$ cat src/rtl/slot_dly_pkg.sv
package slot_dly_pkg;

   // width of a slot index, never below one bit
   function automatic int unsigned idx_width(input int unsigned n);
      return (n < 2) ? 1 : $clog2(n);
   endfunction

endpackage

$ cat src/rtl/slot_dly_alloc.sv
module slot_dly_alloc #(
   parameter int unsigned SLOTS = 4,
   parameter int unsigned ID_W  = 2
) (
   input  logic [SLOTS-1:0] avail_i,
   output logic             found_o,
   output logic [ID_W-1:0]  slot_o
);

   // scan downward so the lowest set bit is the last one kept
   always_comb begin
      found_o = 1'b0;
      slot_o  = '0;
      for (int i = SLOTS - 1; i >= 0; i--) begin
         if (avail_i[i]) begin
            found_o = 1'b1;
            slot_o  = ID_W'(i);
         end
      end
   end

endmodule

$ cat src/rtl/slot_dly_pipe.sv
module slot_dly_pipe #(
   parameter int unsigned DELAY = 4,
   parameter int unsigned ID_W  = 2
) (
   input  logic             clk_i,
   input  logic             rst_ni,
   input  logic             push_vld_i,
   input  logic [ID_W-1:0]  push_id_i,
   output logic             pop_vld_o,
   output logic [ID_W-1:0]  pop_id_o,
   output logic [DELAY-1:0] occ_o
);

   logic [DELAY-1:0]           vld_q;
   logic [DELAY-1:0][ID_W-1:0] id_q;

   if (DELAY == 1) begin : g_single
      always_ff @(posedge clk_i or negedge rst_ni) begin
         if (!rst_ni) begin
            vld_q <= '0;
            id_q  <= '0;
         end else begin
            vld_q[0] <= push_vld_i;
            if (push_vld_i) id_q[0] <= push_id_i;
         end
      end
   end else begin : g_chain
      always_ff @(posedge clk_i or negedge rst_ni) begin
         if (!rst_ni) begin
            vld_q <= '0;
            id_q  <= '0;
         end else begin
            vld_q <= {vld_q[DELAY-2:0], push_vld_i};
            if (push_vld_i) id_q[0] <= push_id_i;
            // an ID stage only loads when a live entry moves into it
            for (int s = 1; s < DELAY; s++) begin
               if (vld_q[s-1]) id_q[s] <= id_q[s-1];
            end
         end
      end
   end

   assign pop_vld_o = vld_q[DELAY-1];
   assign pop_id_o  = id_q[DELAY-1];
   assign occ_o     = vld_q;

endmodule

$ cat src/rtl/slot_dly_store.sv
module slot_dly_store #(
   parameter int unsigned SLOTS  = 4,
   parameter int unsigned DATA_W = 32,
   parameter int unsigned ID_W   = 2
) (
   input  logic              clk_i,
   input  logic              rst_ni,
   input  logic              wr_en_i,
   input  logic [ID_W-1:0]   wr_id_i,
   input  logic [DATA_W-1:0] wr_data_i,
   input  logic              rel_en_i,
   input  logic [ID_W-1:0]   rel_id_i,
   output logic [DATA_W-1:0] rd_data_o,
   output logic [SLOTS-1:0]  busy_o
);

   logic [DATA_W-1:0] mem_q [SLOTS];
   logic [SLOTS-1:0]  busy_q;

   // occupancy: a write wins over a release of the same slot
   always_ff @(posedge clk_i or negedge rst_ni) begin
      if (!rst_ni) begin
         busy_q <= '0;
      end else begin
         for (int k = 0; k < SLOTS; k++) begin
            if (wr_en_i && (wr_id_i == ID_W'(k)))       busy_q[k] <= 1'b1;
            else if (rel_en_i && (rel_id_i == ID_W'(k))) busy_q[k] <= 1'b0;
         end
      end
   end

   // payload storage, written once per word and never shifted
   always_ff @(posedge clk_i) begin
      for (int k = 0; k < SLOTS; k++) begin
         if (wr_en_i && (wr_id_i == ID_W'(k))) mem_q[k] <= wr_data_i;
      end
   end

   assign rd_data_o = mem_q[rel_id_i];
   assign busy_o    = busy_q;

endmodule

$ cat src/rtl/slot_delay_line.sv
module slot_delay_line #(
   parameter int unsigned DATA_W = 32,
   parameter int unsigned DELAY  = 5,
   parameter int unsigned SLOTS  = DELAY
) (
   input  logic              clk_i,
   input  logic              rst_ni,
   input  logic              in_vld_i,
   input  logic [DATA_W-1:0] in_data_i,
   output logic              out_vld_o,
   output logic [DATA_W-1:0] out_data_o
);

   localparam int unsigned ID_W = slot_dly_pkg::idx_width(SLOTS);

   if (DELAY < 1) begin : g_bad_delay
      $error("slot_delay_line: DELAY must be at least 1");
   end
   if (SLOTS < DELAY) begin : g_bad_slots
      $error("slot_delay_line: SLOTS must be at least DELAY");
   end
   if (DATA_W < 1) begin : g_bad_width
      $error("slot_delay_line: DATA_W must be at least 1");
   end

   logic [SLOTS-1:0]  busy;
   logic [SLOTS-1:0]  rel_mask;
   logic [SLOTS-1:0]  avail;
   logic              found;
   logic [ID_W-1:0]   slot;
   logic              pop_vld;
   logic [ID_W-1:0]   pop_id;
   logic [DELAY-1:0]  occ;
   logic [DATA_W-1:0] rd_data;
   logic              accept;

   // a slot leaving this cycle is offered to the input this cycle
   always_comb begin
      rel_mask = '0;
      for (int k = 0; k < SLOTS; k++) begin
         rel_mask[k] = pop_vld && (pop_id == ID_W'(k));
      end
   end
   assign avail  = ~busy | rel_mask;
   assign accept = in_vld_i && found;

   slot_dly_alloc #(.SLOTS(SLOTS), .ID_W(ID_W)) alloc_i (
      .avail_i (avail),
      .found_o (found),
      .slot_o  (slot)
   );

   slot_dly_pipe #(.DELAY(DELAY), .ID_W(ID_W)) pipe_i (
      .clk_i      (clk_i),
      .rst_ni     (rst_ni),
      .push_vld_i (accept),
      .push_id_i  (slot),
      .pop_vld_o  (pop_vld),
      .pop_id_o   (pop_id),
      .occ_o      (occ)
   );

   slot_dly_store #(.SLOTS(SLOTS), .DATA_W(DATA_W), .ID_W(ID_W)) store_i (
      .clk_i     (clk_i),
      .rst_ni    (rst_ni),
      .wr_en_i   (accept),
      .wr_id_i   (slot),
      .wr_data_i (in_data_i),
      .rel_en_i  (pop_vld),
      .rel_id_i  (pop_id),
      .rd_data_o (rd_data),
      .busy_o    (busy)
   );

   assign out_vld_o  = pop_vld;
   assign out_data_o = pop_vld ? rd_data : '0;

   AST_RESET_IDLE: assert property (@(posedge clk_i) disable iff (!rst_ni)
      $rose(rst_ni) |-> (busy == '0) && !out_vld_o);

   AST_OCC_MATCH: assert property (@(posedge clk_i) disable iff (!rst_ni)
      $countones(busy) == $countones(occ));

   AST_POP_HELD: assert property (@(posedge clk_i) disable iff (!rst_ni)
      out_vld_o |-> busy[pop_id]);

   AST_SLOT_FOUND: assert property (@(posedge clk_i) disable iff (!rst_ni)
      in_vld_i |-> found);

   AST_ALLOC_LOWEST: assert property (@(posedge clk_i) disable iff (!rst_ni)
      found |-> ((avail & ((SLOTS'(1) << slot) - SLOTS'(1))) == '0));

endmodule

$ cat config.mk
export PLATFORM = sky130hd
export DESIGN_NAME = slot_delay_line
export DESIGN_NICKNAME = d
export VERILOG_FILES = /design/src/rtl/slot_dly_pkg.sv /design/src/rtl/slot_dly_alloc.sv /design/src/rtl/slot_dly_pipe.sv /design/src/rtl/slot_dly_store.sv /design/src/rtl/slot_delay_line.sv
export SDC_FILE = /design/constraint.sdc
export NUM_CORES = 1
export LEC_CHECK = 0
export BUFFER_PORTS_ARGS = -buffer_cell sky130_fd_sc_hd__buf_2
export CAP_MARGIN = 5
export CORE_UTILIZATION = 53
export DETAILED_ROUTE_END_ITERATION = 8
export HOLD_SLACK_MARGIN = 0.03
export PLACE_DENSITY = 0.79
export SLEW_MARGIN = 20
export SYNTH_ARGS = -nofsm -noshare
export SYNTH_HDL_FRONTEND = slang
export SYNTH_SLANG_ARGS = --single-unit
$ cat constraint.sdc
create_clock -name clk_i -period 3.7 [get_ports clk_i]
set_input_delay 0.555 -clock clk_i [delete_from_list [all_inputs] [get_ports clk_i]]
set_output_delay 0.555 -clock clk_i [all_outputs]
set_load 0.02 [all_outputs]
**Word-level counts from Yosys, hierarchy flattened**

Memories as Yosys holds them, arrays and structs flattened.
Index checks and enable logic that the tools add are counted.

- Flip-flop bits (word level): 25
- Memory bits (writable): 160
- Input bits: 35
- Output and inout bits: 33
- Logic and storage cells: 87
- Memories: 1

- Equality and inequality tests: 8
- Muxes and demuxes: 43
- Bitwise logic cells: 2
- Reduce and logical (&&, ||, !) cells: 22

Memories:

| name | words | width | rd ports | clocked after memory_dff | write ports | RTL line | source |
|---|---|---|---|---|---|---|---|
| store_i.mem_q | 5 | 32 | 1 | 0 | 1 | slot_dly_store.sv:17 | `logic [DATA_W-1:0] mem_q [SLOTS];` |

Operator list:

| kind | number |
|---|---|
| 32-bit two-way mux | 5 |
| 32-bit OR reduction | 4 |
| 1-bit two-way mux | 29 |
| 3-bit two-way mux | 9 |
| 3-bit by 2-bit == test with 1-bit output, second input constant | 4 |
| 1-bit logical AND | 11 |
| 2-bit nonzero test | 5 |
| 3-bit by 1-bit == test with 1-bit output, second input constant | 2 |
| 3-bit == test, second input constant | 2 |
| 3-bit logical NOT | 2 |
| 5-bit inverter | 1 |
| 5-bit OR | 1 |

**Longest topological paths before layout**

Gate-level depths: netlist (run 1).

- Depth in word-level cells: 17
- Gate-level depth with buffers: 5
- Mapped depth without buffers: 4

**By module**

Synthesis (run 1) repeated with hierarchy kept, for this count alone.

- Cell total of the unflattened synthesis: 463
- Area, all modules: 7,442.1 µm²

Modules (own cells, without submodules):

| module | times used | cells an instance | area an instance (µm²) | seq. area each (µm²) |
|---|---|---|---|---|
| slot_dly_store | 1 | 371 | 6,419.9 | 4,929.7 |
| slot_dly_pipe | 1 | 39 | 699.4 | 500.5 |
| slot_delay_line | 1 | 45 | 274.0 | 0.0 |
| slot_dly_alloc | 1 | 8 | 48.8 | 0.0 |

**Worst setup path before layout (run 1)**

OpenSTA, ideal clock, no wires.

- Path type: flip-flop to flip-flop
- Start point: reg pipe_i.vld_q[4] (netlist: pipe_i.occ_o[4])
- End point: mem store_i.mem_q[4][0], enable pin
- Setup time: 0.468 ns
- Arrival: 3.537 ns
- Data required time: 3.232 ns
- Setup slack: -0.305 ns
- Cell stages (with the launch flop): 5
- Buffers on the path: 1
- Period minus slack after synthesis: 4.005 ns
- Path through: dfrtp_1 > buf_6 > nor2b_4 > or3_4 > nor3b_1

- Cells in the longest elaborated chain, start to end: 16
- Elaborated cells on any way between the ends: 49
- Classes of those cells: eq/ne: 4; mux: 28; bitwise: 1; reduce/logical: 16

Ends and longest elaborated chain:

| element | RTL line | source |
|---|---|---|
| from (decl) | slot_dly_pipe.sv:14 | `logic [DELAY-1:0] vld_q;` |
| from (signal assigned) | slot_dly_pipe.sv:33 | `vld_q <= {vld_q[DELAY-2:0], push_vld_i};` |
| 1-bit logical AND | slot_delay_line.sv:41 | `rel_mask[k] = pop_vld && (pop_id == ID_W'(k));` |
| 5-bit OR (*) | slot_delay_line.sv:44 | `assign avail = ~busy \| rel_mask;` |
| 3-bit two-way mux / 1-bit two-way mux (equally long branches) (5 in series) | slot_dly_alloc.sv:15 | `if (avail_i[i]) begin` |
| 3-bit by 1-bit == test with 1-bit output / 1-bit logical AND (equally long branches) | slot_dly_store.sv:35, slot_delay_line.sv:45 |  |
| 1-bit logical AND | slot_dly_store.sv:35 | `if (wr_en_i && (wr_id_i == ID_W'(k))) mem_q[k] <= wr_data_i;` |
| 1-bit two-way mux | slot_dly_store.sv:35 |  |
| 1-bit two-way mux (not written as such) | slot_dly_store.sv:35 |  |
| 32-bit OR reduction (no line) | - |  |
| 3-bit two-way mux (no line) / 1-bit two-way mux (equally long branches) (4 in series) | - |  |
| to (decl) | slot_dly_store.sv:17 |  |

Every way passes the cells marked *; elsewhere a longest branch is shown, timed or not.

**Final worst setup path (run 1)**

- Start point: reg pipe_i.id_q, in the netlist pipe_i.pop_id_o[0]
- End point: out out_data_o[31]

- Cells in the longest elaborated chain, start to end: 2

Ends and longest elaborated chain:

| element | RTL line | source |
|---|---|---|
| from (decl) | slot_dly_pipe.sv:15 | `logic [DELAY-1:0][ID_W-1:0] id_q;` |
| from (signal, indexed assignment) | slot_dly_pipe.sv:37 | `if (vld_q[s-1]) id_q[s] <= id_q[s-1];` |
| memory 5 x 32 bit | - |  |
| 32-bit two-way mux | slot_delay_line.sv:76 | `assign out_data_o = pop_vld ? rd_data : '0;` |
| to (decl) | slot_delay_line.sv:11 | `output logic [DATA_W-1:0] out_data_o` |

No other way between the ends.

==> flow_metrics.py, run 1 <==
metrics = {
    "run_status": {
        "status": "complete, no violations",
    },
    "global_routing": {
        "grt_max_degree": 41,
        "grtUsageTotal": 0.197,
        "antenna_found_initial": 1,
        "overflow": 0,
        "grt_pass1_wl_um": 20000,
        "first_global_vias": 3649,
    },
    "timing": {
        "finalHoldViolations": 0,
        "period_minus_slack_ns": 3.13,
        "finalSetupViolCount": 0,
        "drv_slew": 0,
        "finalCritPeriodShare": 0.847,
        "fin_worst_skew_ns": 0.00935,
        "worst_slew_pin_slew_ns": 0.930,
        "rsz0062_at_grt": "no",
        "relSlewSlack": 0.380,
        "fmax_mhz": 319,
        "tns_ns": 0,
    },
    "critical_path": {
        "worst_ep_required_time_ns": 3.14,
        "timing.critical_path.to_type": "output port",
        "cp_slowest_cell": "dfrtp_2",
        "worst-path-stages": 5,
        "crit_type": "reg2out",
        "cp_cell_sequence": "buf_4, mux4_2, mux2i_1, nor2b_1, buf_2",
        "setup.worst_path.start_class": "register",
        "critical-path-top-delay-family": "flip-flops",
        "slowest_delay_ns": 0.82,
        "crit_fanout": 25,
        "crit_buf_inv": 2,
        "arrival_ns": 2.58,
        "r2r_cells": 5,
    },
    "pwr": {
        "vdd_drop_max_v": 0.000494,
        "cellLeakagePower_nw": 2.87,
        "finalPower_w": 0.00621,
        "powerDensity_mw_per_mm2": 742,
    },
    "logic_synthesis": {
        "synth_seq_area_share": 0.755,
        "yosysMostFrequentCell": "edfxtp_1",
        "yosys.area_share.adder": 0,
        "ys_seq_elements": 185,
        "syn_avg_cell_area_sq_um": 20.3,
        "syn_inst": 354,
        "synth_top_area_frac": 0.668,
        "synth_fp_nets": 389,
        "synth_area_leaders": "edfxtp_1, mux4_2, dfrtp_1",
        "synth_compound_area_frac": 0.0178,
        "yosysUniqueCellTypes": 36,
        "synth_flop_cell": "edfxtp_1",
        "synth_top_family_by_area": "multiplexers",
        "yosys.area_share.simple": 0.0468,
        "yosys.area.top_type": "edfxtp_1",
        "synth_mux_area_frac": 0.166,
        "synth-xor-area-share": 0,
        "synthTopCellsByCount": "edfxtp_1, nor2b_1, mux2i_1, mux4_2, dfrtp_1",
        "synth_area_sq_mm": 0.00719,
        "synth.yosys.warnings": 0,
        "postSynth.asyncResetShare": 0.135,
        "synth_edf_count": 160,
    },
    "detailed_routing": {
        "drc": 0,
        "via_per_inst": 5.59,
        "wire_per_inst_um": 20.2,
        "drt_wl_total_um": 12600,
        "drtIter0Drc": 190,
        "ant_nets": 0,
        "drtPass1Iterations": 4,
        "vias": 3482,
    },
    "clocking": {
        "htree_levels": 4,
        "cts_tree": "done",
        "root_buffer": "clkbuf_16",
        "cts.clk_slew.worst_paths_ns": 0.06,
        "clock_sinks": 185,
        "numCtsBuffers": 17,
        "post_cts_resized": 0,
        "clock_path_buffers": 2,
        "cts_hold_buffers": 0,
        "clock_latency_ns": 0.43,
        "cts_setup_buffers": 0,
    },
    "floorplan": {
        "row_count": 42,
        "start_util": 0.543,
        "die_w_um": 118,
        "dieArea_sq_mm": 0.0140,
        "num_io_pins": 68,
        "core_sq_mm": 0.0132,
        "die_y_um": 118,
    },
    "hold_path": {
        "hp-class": "in2async",
    },
    "job": {
        "cap_violations": 0,
    },
    "layout": {
        "layout.nets": 468,
        "area_growth_pct": 16.4,
        "utilization": 0.632,
        "drive_gt1_frac": 0.370,
    },
    "placement": {
        "gp_congestion": 0.713,
        "port_buffers": 67,
        "hpwlAfterDp_um": 7820,
    },
}
-- stage by stage --
step / cell area, sq um / setup slack [ns] / hold slack [ns] / instances
global placement: 7800 / 0.946 / 0.446 / 590
CTS: 8360 / 0.508 / 0.108 / 622
detailed placement: 7800 / 0.731 / 0.450 / 590
finish: 8370 / 0.567 / 0.122 / 623
global route: 8370 / 0.414 / 0.146 / 623
floorplan: 7200 / 0.483 / 0.259 / 354
-- sequential cells by signal, summed over array words and instances, names as in the netlist --
register and cells:
pipe_i.occ_o 5, store_i.busy_o 5, pipe_i.pop_id_o 3, pipe_i.id_q 12, store_i.mem_q 160
-- layout by cell type, fill, tap and decap left out, types with 2 or more instances in the layout --
cell type	count
mux2_2	12
mux4_2	32
a21oi_1	5
nand2_1	6
inv_1	2
nor2b_1	32
buf_2	67
edfxtp_1	160
dfrtp_2	3
bufinv_16	2
buf_4	9
nand3b_1	2
nand3_1	2
buf_12	2
clkinv_2	3
a31oi_1	4
dfrtp_1	22
mux2i_1	32
clkinvlp_4	5
clkbuf_16	17
nor2b_4	2
clkbuf_1	2
-- routing by layer --
metal	wire length, um	GRT usage
met4	224	0.0870
met3	598	0.0497
met2	6160	0.303
met1	5570	0.270
met5	0	0
-- final timing paths --
| path | startpoint | end | slack, ns |
|---|---|---|---|
| hold / removal | rst_ni | pipe_i.id_q[3] | 0.12 |
| hold reg to reg | pipe_i.occ_o[2] | pipe_i.occ_o[3] | 0.46 |
| max in group asynchronous | rst_ni | pipe_i.pop_id_o[0] | 3.17 |
| setup / recovery | pipe_i.pop_id_o[0] | out_data_o[31] | 0.57 |
| setup reg to reg | pipe_i.pop_id_o[1] | store_i.mem_q[3][25] | 0.73 |
| min in group clk_i | in_data_i[8] | store_i.mem_q[1][8] | 0.35 |
-- area by class of cell --
class | instances | area [sq um]
Clock inverter | 13 | 130
Fill cell | 920 | 4880
Timing Repair Buffer | 78 | 443
Antenna cell | 1 | 2.50
Tap cell | 176 | 220
Inverter | 2 | 7.51
Clock buffer | 19 | 433
Multi-Input combinational cell | 149 | 1700
Sequential cell | 185 | 5430
-- cell families after synthesis --
kind of cell	Yosys count
buffers and inverters	20
muxes	77
and+or+nand+nor	54
DFF	185
AOI/OAI and AO/OA	18
-- where the power goes --
part           switching, W  internal [W]
clock network      0.000720      0.000985
registers          0.000270       0.00266
logic              0.000812      0.000768
total               0.00180       0.00441
No activity file was read; power rests on OpenSTA's default activity.
==> run 2: changes to the inputs <==
--- a/config.mk
+++ b/config.mk
@@ -5,12 +5,13 @@
 export SDC_FILE = /design/constraint.sdc
 export NUM_CORES = 1
 export LEC_CHECK = 0
+export ABC_AREA = 1
 export BUFFER_PORTS_ARGS = -buffer_cell sky130_fd_sc_hd__buf_2
 export CAP_MARGIN = 5
 export CORE_UTILIZATION = 53
 export DETAILED_ROUTE_END_ITERATION = 8
 export HOLD_SLACK_MARGIN = 0.03
-export PLACE_DENSITY = 0.79
+export PLACE_DENSITY = 0.8
 export SLEW_MARGIN = 20
 export SYNTH_ARGS = -nofsm -noshare
 export SYNTH_HDL_FRONTEND = slang
==> constraint.sdc (replaced) <==
create_clock -name clk_i -period 2.85 [get_ports clk_i]
set_input_delay 0.4275 -clock clk_i [delete_from_list [all_inputs] [get_ports clk_i]]
set_output_delay 0.4275 -clock clk_i [all_outputs]
set_load 0.02 [all_outputs]
==> run 2 against run 1 <==
Against the previous run: routed wire length rose by 9.2%; clock skew grew 0.0014 ns; synthesized cell count rose by 36%; core utilization up 1.3 points; first-iteration DRC count rose by 76%; sequential cell count unchanged; register-to-register slack worse by 0.07 ns; sequential power hardly changed; final area down 2.4%; critical path depth increased by 1; largest cell class unchanged.
==> flow_metrics.py, run 2 <==
metrics = {
    "run_status": {
        "status": "complete, no violations",
    },
    "placement": {
        "port_buffers": 67,
        "gp_congestion": 0.795,
        "hpwlAfterDp_um": 8530,
        "dpl_cell_area_sq_mm": 0.00756,
        "pre_cts_ws_ns": 0.677,
    },
    "logic_synthesis": {
        "synth_top_area_frac": 0.696,
        "yosysMostFrequentCell": "edfxtp_1",
        "synth_area_leaders": "edfxtp_1, dfrtp_1, nand2_1",
        "synth_edf_count": 160,
        "synth.yosys.warnings": 0,
        "syn_avg_cell_area_sq_um": 14.3,
        "synthTopCellsByCount": "edfxtp_1, nand2_1, nand4_1",
        "yosys.area.top_type": "edfxtp_1",
        "yosysUniqueCellTypes": 21,
        "synth_fp_nets": 517,
        "synth_seq_area_share": 0.787,
        "postSynth.asyncResetShare": 0.135,
        "synth_flop_cell": "edfxtp_1",
        "syn_inst": 482,
        "synth_area_sq_mm": 0.00690,
        "ys_seq_elements": 185,
    },
    "floorplan": {
        "die_w_um": 116,
        "num_io_pins": 68,
        "start_util": 0.545,
        "die_y_um": 116,
        "row_count": 41,
        "core_sq_mm": 0.0127,
        "dieArea_sq_mm": 0.0135,
    },
    "pwr": {
        "clkPwrFrac": 0.443,
        "switching_power_w": 0.00109,
        "cellLeakagePower_nw": 3.05,
        "finalPower_w": 0.00538,
        "powerDensity_mw_per_mm2": 658,
        "vdd_drop_max_v": 0.000457,
        "pwr-share-comb": 0.011,
        "intPower_w": 0.00428,
        "pwr-share-seq": 0.547,
        "netSwitchingFraction": 0.204,
    },
    "detailed_routing": {
        "ant_nets": 0,
        "drtPass1Iterations": 5,
        "drtIter0Drc": 334,
        "drc": 0,
        "via_per_inst": 5.40,
        "drt_wl_total_um": 13700,
        "vias": 4052,
        "wire_per_inst_um": 18.3,
    },
    "global_routing": {
        "grt_pass1_wl_um": 21400,
        "antenna_found_initial": 0,
        "grtUsageTotal": 0.223,
        "overflow": 0,
        "grt_max_degree": 33,
        "first_global_vias": 4205,
    },
    "timing": {
        "rsz0062_at_grt": "no",
        "fmax_mhz": 397,
        "tns_ns": 0,
        "fin_worst_skew_ns": 0.0107,
        "fin_ws_ns": 0.333,
        "finalHoldViolations": 0,
        "hold_slack_ns": 0.219,
        "worst_slew_pin_slew_ns": 0.583,
        "period_minus_slack_ns": 2.52,
        "finalCritPeriodShare": 0.883,
        "drv_slew": 0,
        "finalSetupViolCount": 0,
        "relSlewSlack": 0.611,
    },
    "hold_path": {
        "hp-class": "in2reg",
        "whs_path_depth": 1,
    },
    "layout": {
        "largest_registers": "store_i.mem_q (160), pipe_i.id_q (12)",
        "diodes": 0,
        "largest_register_ffs": 160,
        "top_register": "store_i.mem_q",
        "n_fill_cell": 900,
        "area_growth_pct": 18.3,
        "layout.nets": 600,
        "mostFrequentLayoutCells": "edfxtp_1, nand2_1, buf_2, nand4_1, a22o_1",
        "layout_commonest_cell": "edfxtp_1",
        "drive_gt1_frac": 0.240,
        "stdcell_area_sq_mm": 0.00817,
    },
    "critical_path": {
        "setup.worst_path.start_class": "register",
        "crit_type": "reg2out",
        "ff2ff_setup_slack_ns": 0.66,
        "crit_fanout": 25,
        "worst_ep_required_time_ns": 2.42,
        "arrival_ns": 2.09,
        "timing.critical_path.to_type": "output port",
        "r2r_cells": 10,
    },
    "clocking": {
        "clock_sinks": 185,
        "htree_levels": 4,
        "cts_setup_buffers": 0,
        "cts_tree": "done",
        "cts_hold_buffers": 1,
        "numCtsBuffers": 17,
        "clock_path_buffers": 2,
        "clock_latency_ns": 0.43,
        "root_buffer": "clkbuf_16",
        "post_cts_resized": 0,
        "cts.clk_slew.worst_paths_ns": 0.07,
    },
    "job": {
        "cap_violations": 0,
    },
}
[run 2: power groups by stage]
stage	Clock (W)	Combinational, W	Sequential [W]
floorplan	0	0.000000485	0.00300
global placement	0	0.0000537	0.00300
detailed placement	0	0.0000580	0.00300
CTS	0.00242	0.0000595	0.00294
global route	0.00251	0.0000652	0.00294
finish	0.00238	0.0000580	0.00294
[run 2: final timing paths]
kind,startpoint,end
min in group asynchronous,rst_ni,store_i.busy_o[0]
min reg2reg,pipe_i.occ_o[0],pipe_i.occ_o[1]
max,pipe_i.pop_id_o[0],out_data_o[0]
max reg2reg,pipe_i.pop_id_o[0],store_i.mem_q[3][8]
min,in_data_i[20],store_i.mem_q[0][20]
max in group asynchronous,rst_ni,pipe_i.id_q[6]
[run 2: cell type report]
cell class	count	area [sq um]	area share
clock buffers	17	425	0.0521
clock inverters	15	176	0.0216
inverters	16	60.1	0.00735
multi-input cells	263	1370	0.168
flip-flops and latches	185	5430	0.665
well taps	172	215	0.0263
repair buffers	82	488	0.0597
[run 2: routing by layer]
layer | global-route usage | up-vias | routed length, um
met2 | 0.381 | 152 | 7210
met3 | 0.0488 | 23 | 884
met5 | 0 | - | 0
li1 | - | 1920 | -
met1 | 0.270 | 1957 | 5340
met4 | 0.113 | 0 | 269
[run 2: critical path, cell delays in order (launching register included)]
cell	delay (ns)
dfrtp_1	0.47
nor2_4	0.26
buf_4	0.36
nand2_1	0.11
nand4_1	0.11
a22o_1	0.16
buf_2	0.17
[run 2: cells by family after synthesis]
family,Yosys count,synth area share
AO/OA/AOI/OAI,46,0.0508
buffers and inverters,34,0.0198
flip-flops,185,0.787
multiplexers,3,0.00489
AND/OR/NAND/NOR,214,0.138
[run 2: metrics by stage]
step | std cells | utilization
after floorplan | 482 | -
after CTS | 750 | 0.645
after global routing | 750 | 0.645
after global placement | 717 | 0.596
after detailed placement | 717 | 0.596
final | 750 | 0.645
==> run 3: changes to the inputs <==
--- a/config.mk
+++ b/config.mk
@@ -10,6 +10,7 @@
 export CAP_MARGIN = 5
 export CORE_UTILIZATION = 53
 export DETAILED_ROUTE_END_ITERATION = 8
+export GPL_TIMING_DRIVEN = 0
 export HOLD_SLACK_MARGIN = 0.03
 export PLACE_DENSITY = 0.8
 export SLEW_MARGIN = 20
==> constraint.sdc (replaced) <==
create_clock -name clk_i -period 2.3 [get_ports clk_i]
set_input_delay 0.23 -clock clk_i [delete_from_list [all_inputs] [get_ports clk_i]]
set_output_delay 0.23 -clock clk_i [all_outputs]
set_load 0.02 [all_outputs]
==> run 3 against run 2 <==
Against the previous run: global-route usage up 1.9 points; sequential power increased by 24%; register-to-register slack got worse by 0.50 ns; die area unchanged; critical path type unchanged; highest routed layer unchanged.
==> flow_metrics.py, run 3 (synthesis results as in run 2) <==
metrics = {
    "detailed_routing": {
        "wire_per_inst_um": 18.9,
        "via_per_inst": 5.56,
        "drt_wl_total_um": 14900,
        "ant_nets": 0,
        "drtPass1Iterations": 4,
        "vias": 4405,
        "drtIter0Drc": 368,
        "drc": 0,
    },
    "critical_path": {
        "worst_ep_required_time_ns": 2.07,
        "crit_fanout": 10,
        "critical-path-top-delay-family": "buffers and inverters",
        "arrival_ns": 2.01,
        "setup.worst_path.start_class": "register",
        "slowest_delay_ns": 0.44,
        "crit_type": "reg2out",
        "crit_buf_inv": 3,
        "cp_slowest_cell": "dfrtp_2",
        "cp_cell_sequence": "inv_2, nor2_4, clkbuf_4, nand2_1, nand4_1, a22o_1, buf_2",
        "timing.critical_path.to_type": "output port",
    },
    "layout": {
        "drive_gt1_frac": 0.247,
        "n_fill_cell": 847,
        "area_growth_pct": 24.6,
        "largest_register_ffs": 160,
        "layout.nets": 642,
        "layout_commonest_cell": "edfxtp_1",
        "largest_registers": "store_i.mem_q (160), pipe_i.id_q (12)",
        "utilization": 0.679,
        "diodes": 0,
        "mostFrequentLayoutCells": "edfxtp_1, nand2_1, buf_2, nand4_1, a22o_1",
        "top_register": "store_i.mem_q",
    },
    "pwr": {
        "finalPower_w": 0.00685,
        "cellLeakagePower_nw": 3.26,
        "vdd_drop_max_v": 0.000625,
        "powerDensity_mw_per_mm2": 796,
    },
    "clocking": {
        "cts_tree": "done",
        "clock_sinks": 185,
        "root_buffer": "clkbuf_16",
        "htree_levels": 4,
        "numCtsBuffers": 17,
        "clock_path_buffers": 2,
        "cts.clk_slew.worst_paths_ns": 0.07,
        "clock_latency_ns": 0.43,
    },
    "run_status": {
        "status": "complete, no violations",
    },
    "timing": {
        "finalHoldViolations": 0,
        "worst_slew_pin_slew_ns": 0.592,
        "relSlewSlack": 0.604,
        "fmax_mhz": 447,
        "finalSetupViolCount": 0,
        "tns_ns": 0,
        "period_minus_slack_ns": 2.24,
        "fin_worst_skew_ns": 0.00911,
        "drv_slew": 0,
        "rsz0062_at_grt": "no",
        "finalCritPeriodShare": 0.973,
    },
    "placement": {
        "port_buffers": 67,
        "gp_congestion": 0.785,
        "hpwlAfterDp_um": 8550,
    },
    "global_routing": {
        "grt_max_degree": 33,
        "overflow": 0,
        "antenna_found_initial": 0,
        "grt_pass1_wl_um": 22800,
        "grtUsageTotal": 0.242,
        "first_global_vias": 4397,
    },
    "hold_path": {
        "hp-class": "in2reg",
    },
    "floorplan": {
        "row_count": 41,
        "die_y_um": 116,
        "start_util": 0.545,
        "core_sq_mm": 0.0127,
        "die_w_um": 116,
        "dieArea_sq_mm": 0.0135,
        "num_io_pins": 68,
    },
    "job": {
        "cap_violations": 0,
    },
}
==> run 3: routing by layer <==
metal	GRT usage	vias up	wire length (um)
li1	-	2004	-
met1	0.298	2176	5850
met2	0.393	194	7690
met3	0.0747	31	1060
met4	0.116	0	336
met5	0	-	0
==> run 3: path summary, 6_finish.rpt <==
check                              startpoint              endpoint  slack, ns  depth (start not counted)
setup / recovery           pipe_i.pop_id_o[0]         out_data_o[0]       0.06                          7
hold / removal                  in_data_i[13]  store_i.mem_q[4][13]       0.05                          1
setup reg to reg           pipe_i.pop_id_o[0]   store_i.mem_q[3][3]       0.16                         10
hold reg to reg               pipe_i.occ_o[0]       pipe_i.occ_o[1]       0.48                          0
max in group asynchronous              rst_ni       pipe_i.occ_o[4]       1.57                          2
min in group asynchronous              rst_ni     store_i.busy_o[1]       0.33                          2
==> run 3: cell type report <==
type | count | area, sq um | share of cell area
multi-input combinational | 263 | 1370 | 0.160
inverter | 16 | 65.1 | 0.00756
timing repair buffer | 106 | 782 | 0.0909
clock inverter | 13 | 191 | 0.0223
tap | 172 | 215 | 0.0250
sequential | 185 | 5430 | 0.632
clock buffer | 19 | 443 | 0.0515
buffer | 18 | 98.8 | 0.0115
==> run 3: worst reg2reg max path: stages (launching register included) <==
cell,delay (ns)
dfrtp_2,0.44
inv_2,0.09
nor2_4,0.20
nand2_1,0.10
nand2_2,0.12
nor2_4,0.05
nand2_4,0.10
nand2_4,0.09
nand2_4,0.10
nand2_2,0.09
inv_4,0.38
==> run 3: per-stage QoR <==
stage / hold WS, ns / setup WS (ns) / cell area [sq um] / cells
finish: 0.0507 / 0.0613 / 8600 / 792
detailed placement: 0.243 / -0.321 / 7590 / 726
global placement: 0.233 / -0.765 / 7480 / 721
global route: 0.0502 / 0.000957 / 8600 / 792
CTS: 0.0351 / 0.00170 / 8580 / 792
floorplan: -0.0656 / -0.00353 / 6930 / 482
==> run 3: power breakdown <==
part	internal (W)	leakage, nW	switching [W]
Sequential	0.00364	1.76	0
Clock	0.00186	0.313	0.00123
Combinational	0.0000557	1.19	0.0000543
Total	0.00556	3.26	0.00129
==> run 3: timing repair <==
item	in CTS	in global routing
setup buffers	3	0
hold buffers	31	0
endpoints found under the hold margin	172	0
gates resized for setup	8	18
pin swaps	2	0
setup endpoints to repair	100	95
